### src/rtl/irq_entry_pkg.sv
package irq_entry_pkg;
   localparam int XLEN = 32;

   typedef struct packed {
      logic [XLEN-1:0] save0;
      logic [XLEN-1:0] save1;
      logic [XLEN-1:0] msr;
      logic [XLEN-1:0] syn;
      logic [XLEN-1:0] vec;
   } entry_state_t;

   // big-endian architectural bit number (32..63) to [31:0] position
   function automatic int be_pos(input int arch_bit);
      return 63 - arch_bit;
   endfunction
endpackage

### src/rtl/irq_vec_former.sv
module irq_vec_former
   import irq_entry_pkg::*;
#(
   parameter int NUM_IRQ = 40,
   parameter int ID_W    = 6,
   parameter int PFX_W   = 16,
   parameter int ALIGN   = 4
) (
   input  logic [XLEN-1:0]         prefix_i,
   input  logic [NUM_IRQ*XLEN-1:0] offsets_i,
   input  logic [ID_W-1:0]         id_i,
   output logic                    id_ok_o,
   output logic [XLEN-1:0]         vec_o
);
   localparam int SLOTS = 1 << ID_W;
   localparam int OFS_W = XLEN - PFX_W - ALIGN;

   if (NUM_IRQ > SLOTS) begin : g_bad_num
      $error("NUM_IRQ exceeds identifier range");
   end
   if (OFS_W < 1) begin : g_bad_split
      $error("prefix and alignment leave no offset bits");
   end

   logic [XLEN-1:0] ofs_arr [SLOTS];

   for (genvar i = 0; i < SLOTS; i++) begin : g_slot
      if (i < NUM_IRQ) begin : g_live
         assign ofs_arr[i] = offsets_i[i*XLEN +: XLEN];
      end else begin : g_pad
         assign ofs_arr[i] = '0;
      end
   end

   logic [XLEN-1:0] sel_ofs;
   assign sel_ofs = ofs_arr[id_i];
   assign id_ok_o = (32'(id_i) < NUM_IRQ);

   if (ALIGN == 0) begin : g_no_align
      assign vec_o = {prefix_i[XLEN-1 -: PFX_W], sel_ofs[OFS_W-1:0]};
      logic unused_hi;
      assign unused_hi = ^sel_ofs[XLEN-1:OFS_W];
   end else begin : g_align
      assign vec_o = {prefix_i[XLEN-1 -: PFX_W], sel_ofs[OFS_W+ALIGN-1:ALIGN],
                      {ALIGN{1'b0}}};
      logic unused_bits;
      assign unused_bits = ^{sel_ofs[XLEN-1:OFS_W+ALIGN], sel_ofs[ALIGN-1:0]};
   end

   logic unused_pfx;
   assign unused_pfx = ^prefix_i[XLEN-PFX_W-1:0];
endmodule

### src/rtl/irq_state_mask.sv
module irq_state_mask
   import irq_entry_pkg::*;
#(
   parameter logic [XLEN-1:0] KEEP_MASK = 32'h0002_1202,
   parameter int CAUSE_BIT = 56,
   parameter int VLE_BIT   = 58
) (
   input  logic [XLEN-1:0] msr_i,
   input  logic            vle_i,
   output logic [XLEN-1:0] msr_new_o,
   output logic [XLEN-1:0] syn_new_o
);
   localparam int CAUSE_POS = be_pos(CAUSE_BIT);
   localparam int VLE_POS   = be_pos(VLE_BIT);

   if (CAUSE_POS < 0 || CAUSE_POS >= XLEN || VLE_POS < 0 || VLE_POS >= XLEN)
   begin : g_bad_pos
      $error("syndrome bit outside the low word");
   end
   if (CAUSE_POS == VLE_POS) begin : g_same_pos
      $error("syndrome bits collide");
   end

   assign msr_new_o = msr_i & KEEP_MASK;

   always_comb begin
      syn_new_o            = '0;
      syn_new_o[CAUSE_POS] = 1'b1;
      syn_new_o[VLE_POS]   = vle_i;
   end
endmodule

### src/rtl/irq_entry_unit.sv
module irq_entry_unit
   import irq_entry_pkg::*;
#(
   parameter int NUM_IRQ = 40,
   parameter int ID_W    = 6,
   parameter int RND_ID  = 34,
   parameter logic [XLEN-1:0] KEEP_MASK = 32'h0002_1202
) (
   input  logic                    clk,
   input  logic                    rst_n,
   input  logic                    take_i,
   input  logic [ID_W-1:0]         irq_id_i,
   input  logic                    vle_i,
   input  logic [XLEN-1:0]         msr_i,
   input  logic [XLEN-1:0]         fault_pc_i,
   input  logic [XLEN-1:0]         next_pc_i,
   input  logic [XLEN-1:0]         prefix_i,
   input  logic [NUM_IRQ*XLEN-1:0] offsets_i,
   output logic [XLEN-1:0]         save0_o,
   output logic [XLEN-1:0]         save1_o,
   output logic [XLEN-1:0]         msr_o,
   output logic [XLEN-1:0]         syn_o,
   output logic [XLEN-1:0]         vec_o
);
   if (RND_ID >= NUM_IRQ) begin : g_bad_rnd
      $error("rounding identifier outside NUM_IRQ");
   end

   logic            id_ok;
   logic [XLEN-1:0] vec_new, msr_new, syn_new;

   irq_vec_former #(.NUM_IRQ(NUM_IRQ), .ID_W(ID_W)) vec_i (
      .prefix_i (prefix_i),
      .offsets_i(offsets_i),
      .id_i     (irq_id_i),
      .id_ok_o  (id_ok),
      .vec_o    (vec_new)
   );

   irq_state_mask #(.KEEP_MASK(KEEP_MASK)) mask_i (
      .msr_i    (msr_i),
      .vle_i    (vle_i),
      .msr_new_o(msr_new),
      .syn_new_o(syn_new)
   );

   logic         is_rnd, do_take;
   entry_state_t cur_q, nxt;

   assign is_rnd  = (32'(irq_id_i) == RND_ID);
   assign do_take = take_i && id_ok;

   always_comb begin
      nxt = cur_q;
      if (do_take) begin
         nxt.save0 = is_rnd ? next_pc_i : fault_pc_i;
         nxt.save1 = msr_i;
         nxt.msr   = msr_new;
         nxt.vec   = vec_new;
         if (is_rnd) nxt.syn = syn_new;
      end
   end

   always_ff @(posedge clk) begin
      if (!rst_n) cur_q <= '0;
      else        cur_q <= nxt;
   end

   assign save0_o = cur_q.save0;
   assign save1_o = cur_q.save1;
   assign msr_o   = cur_q.msr;
   assign syn_o   = cur_q.syn;
   assign vec_o   = cur_q.vec;


   hold_chk: assert property (@(posedge clk) disable iff (!rst_n)
      !take_i |=> $stable(cur_q));

   bad_id_chk: assert property (@(posedge clk) disable iff (!rst_n)
      (take_i && 32'(irq_id_i) >= NUM_IRQ) |=> $stable(cur_q));

   save1_chk: assert property (@(posedge clk) disable iff (!rst_n)
      do_take |=> save1_o == $past(msr_i));

   msr_clear_chk: assert property (@(posedge clk) disable iff (!rst_n)
      do_take |=> (msr_o & ~KEEP_MASK) == '0);

   vec_pfx_chk: assert property (@(posedge clk) disable iff (!rst_n)
      do_take |=> vec_o[31:16] == $past(prefix_i[31:16]) && vec_o[3:0] == 4'h0);

   rnd_pc_chk: assert property (@(posedge clk) disable iff (!rst_n)
      (do_take && is_rnd) |=> save0_o == $past(next_pc_i));

   other_syn_chk: assert property (@(posedge clk) disable iff (!rst_n)
      (do_take && !is_rnd) |=> $stable(syn_o));
endmodule

### config.mk
export PLATFORM = sky130hd
export DESIGN_NAME = irq_entry_unit
export DESIGN_NICKNAME = d
export VERILOG_FILES = /design/src/rtl/irq_entry_pkg.sv /design/src/rtl/irq_vec_former.sv /design/src/rtl/irq_state_mask.sv /design/src/rtl/irq_entry_unit.sv
export SDC_FILE = /design/constraint.sdc
export NUM_CORES = 1
export LEC_CHECK = 0
export BUFFER_PORTS_ARGS = -buffer_cell sky130_fd_sc_hd__clkbuf_2
export CELL_PAD_IN_SITES_DETAIL_PLACEMENT = 2
export CELL_PAD_IN_SITES_GLOBAL_PLACEMENT = 2
export CORE_AREA = 2 2 617 619
export DETAILED_ROUTE_END_ITERATION = 8
export DIE_AREA = 0 0 619 621
export PLACE_DENSITY = 0.3
export SYNTH_ARGS = -nofsm -noshare
export SYNTH_HDL_FRONTEND = slang
export SYNTH_SLANG_ARGS = --single-unit
### constraint.sdc
create_clock -name clk -period 2.51 [get_ports clk]
set_input_delay 0.251 -clock clk [delete_from_list [all_inputs] [get_ports clk]]
set_output_delay 0.251 -clock clk [all_outputs]
set_load 0.03 [all_outputs]
==> run summary, run 1 <==
Detailed-route wire length per cell: 18.20 um. For the via count of the first global-routing pass, the log shows 11.80k. The wire length of the first global-routing pass was 148,500 um. The design draws 5.994 mW. The worst hold slack after final layout was 77.75 ps. The floorplan has 226 rows. The sum of negative setup slack is 0 ps, and the switching fraction of total power is 0.4196. The flop and latch count out of synthesis came out at 94. The data required time of the critical path was 2800 ps.

Cell count of the worst reg-to-reg path: 1. The number of fill cells was 45.20k; the full die area was 384,400 um2. The count of nets left with antenna violations once routing finished came out at 0. The tools report the register share of total power as 0.274. In this run the post-CTS setup repair buffer count came out at 0. The area of the core is 377,800 um2, and the final-report max-slew violation count is 0. At the pin with the least slew margin, the transition time is 888.9 ps. From left edge to right edge, the die measures 619 um. In this run the critical register-to-register path is captured at vec_o[4]. The library cell appearing most often on the critical path was buf_4.

Setup repair after global routing left no endpoint under its margin. The worst setup path is launched from an input pin. The deepest level of the CTS H-tree is 3. The path with the worst hold slack has its endpoint at vec_o[29]. The run finished with clean final reports.

Clock latency on the worst-skew pair: 400 ps. In the layout the commonest cells are clkbuf_2 (695), nand2_1 (154), mux2i_1 (152). The tools report the beginning of the worst register-to-register path as vec_o[4]. Leaving out filler cells and counting taps, the final layout contains 6,711. Across the run, the number of max-cap violations was 0. The worst setup slack for register-to-register paths was 1760 ps; the post-route clock skew was 0 ps. Detailed routing inserted a total of 10.67k vias. Pin placement for this block handled 1,578 I/O pins. VDD sags by at most 0.2795 mV. Summing all non-filler instances in the final layout gives an area of 19,670 um2. The final routed DRC violation total was 0; the hold-fix buffer count after cts was 0. Post-synthesis cell area: 8401 um2. The clock net sink count was 94. After detailed placement, the design holds a cell count of 6,679. The run gives 3,092 as the number of nets in the finished design. The tools report the instance count of the mapped netlist as 872.

The critical path class was input pin to register. The starting density of the core is 0.02224. The largest net degree at the start of global routing is 62.

STA puts the critical path data arrival time at 2620 ps. The ratio of final minimum period to clock period came out at 0.9296. CTS placed an instance of clkbuf_16 at the clock tree root.

The sequential element share of the synthesized area is 0.2240. The signal on the critical path passes through buf_8 > buf_4 > buf_12 > mux2i_1 > buf_4 > a22oi_1 > nand3_1 > nand4_1 > buf_4 > a221o_1. Counting I/O delays and the setup requirement, the final critical path takes 2333 ps. The clock-pin slew reported for the worst setup and hold paths after clock tree synthesis was 90 ps. Layout overhead on the synthesized area: 134.1%. Buffers placed on the I/O ports in this run total 699. The cell type of the slowest stage on the worst timing path was mux2i_1. In this run the most critical hold path is launched from prefix_i[29]. TritonCTS built the clock tree.

Part of the power in the clock network: 0.257. The library cell used most frequently in the layout, excluding fill and tap cells, is clkbuf_2. The post-synthesis area per instance was 9.634 um2; the number of cells on the worst hold path was 3. The core occupancy in the finished layout was 0.05206; the total net switching power was 2.515 mW. Counting flops with a built-in enable in the synthesized netlist gives 0. The routed via count divided by cell count works out to 1.591. The global placer's final weighted congestion was 0.7626; the setup-violating endpoint count in the final report was 0. After layout, the worst setup slack is 176.6 ps.

No sink is reached through more buffers than the 2 on the longest clock path. The run gives 113,300 um as the total half-perimeter wirelength after legalization and detailed placement. Number of resized instances in the post-cts repair step: 2. In this run the static leakage power is 7.645 nW.

The tools report the worst slew margin relative to its limit as 0.3921. The number of buffers inserted during clock tree synthesis was 9; the number of warning messages in the yosys log was 0. For this block, the routed nets add up to 122,200 um of wire. Final count of hold timing violations: 0.

For this run the aggregate overflow at the end of global routing stands at 0. The share of synthesized flip-flops with an asynchronous set or reset came out at 0. Worst hold path class: input pin to register. The distinct cell type count after synthesis is 49, and the total power per unit cell area is 304.8 nW/um2.

The tools report the combinational share of power as 0.470. On the worst path, the slowest cell contributes a delay of 670 ps. Once placement finished, the instance area stood at 19,340 um2. The most instantiated flip-flop cell in the synthesis netlist is dfxtp_1. STA classifies the critical path endpoint as a register. For the number of antenna violations at the first check in global routing, the log shows 101.

Derived from the worst setup path, the maximum achievable clock frequency is 428.6 MHz. The pre-CTS setup slack was -499.7 ps; the vertical die dimension was 621 um. The pre-antenna-repair detailed-routing pass consisted of 4 iterations. For the cell-internal power, the log shows 3.479 mW. In this run, the number of DRC markers left after iteration 0 of detailed routing was 309.

The fraction of layout instances using a drive strength above 1 is 0.5813, and the worst-path maximum fanout is 18. The overall fraction of global-route tracks in use is 0.06202.
-- layout make-up --
type / instances / area [um2] / area share
well taps: 5016 / 6276 / 0.3191
multi-input cells: 690 / 5752 / 0.2924
repair buffers: 878 / 5430 / 0.2761
flip-flops and latches: 94 / 1882 / 0.09567
clock buffers: 12 / 256.5 / 0.01304
diodes: 16 / 40.04 / 0.002036
clock inverters: 4 / 28.78 / 0.001463
inverters: 1 / 3.754 / 0.0001908
-- state kept, by name, summed over array words and instances (netlist names) --
register,flops
save0_o,32
save1_o,32
vec_o,28
syn_o,2
-- cells in the mapped netlist (all sizes together) (2+ instances only) --
library cell  count  area (um2)
a22oi            20       150.1
nand4            11       68.82
nor2b            13       83.83
o211ai            3       22.52
a31oi             3       18.77
a21boi           50       379.1
nand2b            3       18.77
a211o             3       26.28
a221o             6       60.06
o2111ai           3       26.28
o22ai             4       25.02
and2              2       12.51
a2111oi           2       17.52
dfxtp            94        1882
clkbuf           25       93.84
nand2           155       581.8
buf             123       953.4
mux2              3       33.78
nor2             15       61.31
o21ai             7       35.03
nor3              2       10.01
a22o              7       61.31
mux4             66        1494
a221oi            9       91.34
o221ai            6       52.55
mux2i           154        1541
and2b             2       15.01
o211a            32       320.3
o21a              4       30.03
nand3            23       115.1
a21oi            15       75.07
-- power by group through the flow --
stage / Combinational (mW) / Clock, mW / Sequential [mW]
3_3_place_gp: 3.00 / 0 / 1.68
4_1_cts: 3.01 / 1.71 / 1.64
5_1_grt: 3.11 / 1.74 / 1.66
2_1_floorplan: 0.992 / 0 / 1.86
6_report: 2.81 / 1.54 / 1.64
3_5_place_dp: 3.00 / 0 / 1.68
-- worst max-delay path: cells and delay by family --
| family | cells | cell delay [ps] |
|---|---|---|
| buffers and inverters | 5 | 1060 |
| AND/OR/NAND/NOR | 2 | 190 |
| AO/OA/AOI/OAI | 2 | 380 |
| multiplexers | 1 | 670 |
-- worst max-delay path by stage --
stage	start	to	slack, ps	depth (start not counted)
floorplan	irq_id_i[0]	vec_o[13]	770	7
global placement	irq_id_i[0]	vec_o[5]	-470	8
detailed placement	irq_id_i[1]	vec_o[7]	-500	11
CTS	irq_id_i[0]	vec_o[7]	7	10
global route	irq_id_i[1]	vec_o[4]	70	10
finish	irq_id_i[1]	vec_o[4]	180	10
-- metal layers --
layer	wire, um	track usage	vias to the layer above	part of all wire
li1	-	-	4768	-
met5	129	0	-	0.0011
met1	43750	0.06367	5136	0.36
met4	1584	0.006353	22	0.013
met2	65100	0.1196	601	0.53
met3	11600	0.02499	147	0.095
-- cells by family after synthesis --
group | synth area share
AND/OR/NAND/NOR | 0.1177
other | 0.0004464
buffers and inverters | 0.1251
multiplexers | 0.3654
flip-flops | 0.2240
AO/OA/AOI/OAI | 0.1674
Note: power is estimated with default switching activity, not from simulation.
==> inputs of run 2 (changes only) <==
Settings changed: SETUP_SLACK_MARGIN from default to 0.3.
==> run 2 against run 1 <==
Die area did not move. Critical path depth fell by 1. Fmax rose by 11%. Worst hold slack improved by 0.86 ps. Register-to-register slack barely moved. Via count rose by 0.22%. Clock skew did not move. Sequential cell count did not move. Final area rose by 0.71%. Combinational power rose by 2%. Critical path type unchanged. Critical endpoint is now vec_o[7]. Largest cell class unchanged. Largest power group unchanged.
==> run summary, run 2 (synthesis results as in run 1) <==
The run finished with clean final reports. Summing all multi-input logic gate instances after layout gives 5898 um2. Counting along the longest clock path gives a buffer depth of 2. The worst-path maximum fanout is 32. The clock latency on the worst-skew pair came out at 400 ps. Critical path endpoint category: a register. The beginning of the worst register-to-register path was vec_o[4]. For the worst setup path, the data arrival time is 2380 ps. The start point of the worst hold path is prefix_i[29].

The routed design has 122,200 um of wire. The worst setup path is launched from an input pin. The die covers 384,400 um2. The tools report the overall fraction of global-route tracks in use as 0.06208.

On the final layout, the worst clock skew is 0 ps. In this run the core area contains 226 standard-cell rows. Before antenna repair, the detailed router went through 4 iterations. The routed via count divided by cell count was 1.595; the global placer's final weighted congestion was 0.7626. The peak clock frequency supported by timing came out at 475.1 MHz. Detailed routing placed a total of 11,700 um of wire on met3. The run gives 3,092 as the number of nets in the finished design.

After detailed routing, the number of remaining DRC violations is 0. The number of buffers inserted during clock tree synthesis was 9. The layout overhead on the synthesized area was 135.8%; the worst IR drop on VDD was 0.2795 mV. The run gives 0 as the number of routed nets with antenna violations. The worst hold path belongs to the class input pin to register. The detailed-route wire length per cell was 18.23 um; the worst slew margin relative to its limit was 0.3921. The fraction of layout instances using a drive strength above 1 was 0.5932; the sequential cell area was 1882 um2. The clock tree synthesis step divided the H-tree into 3 levels. After global routing the overflow that remains totals 0. In the layout the commonest cells are clkbuf_2 (695), nand2_1 (154), mux2i_1 (136). For the pin with the worst max-slew slack, the measured transition is 888.9 ps.

The clock-pin slew reported for the worst setup and hold paths after clock tree synthesis is 90 ps. The number of hold buffers added after CTS was 0. The data required time of the critical path came out at 2780 ps. The floorplan step set the die height to 621 um. For the final routed database, the setup TNS stands at 0 ps.

The final count of hold timing violations was 0; the setup-violating endpoint count in the final report was 0. The via count of the first global-routing pass is 11.82k, and the number of antenna violations at the first check in global routing is 101. The shortest period the worst path allows is 2105 ps. The highest layer touched by signal routing is met5.

In the detailed route, the total length drawn on met2 is 65,190 um. In the final routing, the length of wire on met1 measures 43,690 um. The total leakage power is 7.616 nW, and the count of buffers from port buffering is 699. The die span in x is 619 um, and the max-capacitance violation count is 0. The ratio of final minimum period to clock period works out to 0.8386. The run gives 94 as the clock net sink count.

The placed instances occupy a cell area of 19,340 um2. The total half-perimeter wirelength after legalization and detailed placement came out at 113,300 um. The critical path starts at irq_id_i[2]. Setup repair after global routing could not meet its margin everywhere. In this run the clock root is driven by a clkbuf_16. Counting the fill cells in the layout gives 45.17k.

The total power per unit cell area was 304.6 nW/um2; the total via count in the routed design was 10.70k. The design draws 6.033 mW. For the starting density of the core, the log shows 0.02224. On the final layout, the worst hold slack is 78.61 ps. With fillers left out, the area of the finished cells amounts to 19,810 um2. The setup path with the least slack is of type input pin to register.

TritonCTS built the clock tree. The first global-routing pass estimated 148,700 um of wire. For the final standard cell count with taps included and fillers excluded, the log shows 6,705. The most common cell after layout, fill and taps aside is clkbuf_2. Final-report max-slew violation count: 0.

Pin placement for this block handled 1,578 I/O pins. Counting tap cells, the placed design contains a total of 6,679 instances. The tools report the initial detailed-routing violation count as 328. The area of the core was 377,800 um2; the largest net degree at the start of global routing was 62.
[run 2: cell types whose count changed in the layout (fill, tap and decap cells not counted), sizes merged]
cell   before  now
diode      16   10
[run 2: power by group]
group	internal (mW)	switching, mW
sequential	1.59	0.0532
clock	0.733	0.798
combinational	1.18	1.68
total	3.50	2.53
[run 2: layer usage]
metal,track usage,up-vias
met3,0.02499,157
met5,0,-
li1,-,4762
met2,0.1196,609
met1,0.06388,5147
met4,0.006159,22
[run 2: path summary, 6_finish.rpt]
path                                    to  slack, ps  cells past startpoint
worst min register to register  save1_o[0]        470                      2
worst min-delay path             vec_o[29]         80                      3
worst max register to register    vec_o[4]       1760                      1
worst max-delay path              vec_o[7]        410                      9
[run 2: worst max-delay path, stage by stage]
cell and delay (ps):
buf_6 140, buf_12 240, mux4_2 540, a221oi_1 350, buf_4 180, o21ai_2 120, buf_4 190, o2111ai_1 190
o211ai_1 140
[run 2: layout make-up]
cell class	instances	area share
diodes	10	0.001263
clock buffers	12	0.01295
clock inverters	4	0.001453
inverters	1	0.0001895
multi-input cells	690	0.2978
flip-flops and latches	94	0.09500
well taps	5016	0.3168
repair buffers	878	0.2746
[run 2: through the flow]
| stage | util | worst slack (ps) |
|---|---|---|
| 6_report | 0.05244 | 405.1 |
| 5_1_grt | 0.05237 | 291.8 |
| 3_5_place_dp | 0.05118 | -499.7 |
| 3_3_place_gp | 0.05118 | -474.6 |
| 4_1_cts | 0.05228 | 172.1 |
| 2_1_floorplan | - | 772.7 |
[run 2: timing repair]
item	4_1_cts	5_1_grt
setup buffers	0	0
gates resized for setup	27	6
setup endpoints to repair	14	5
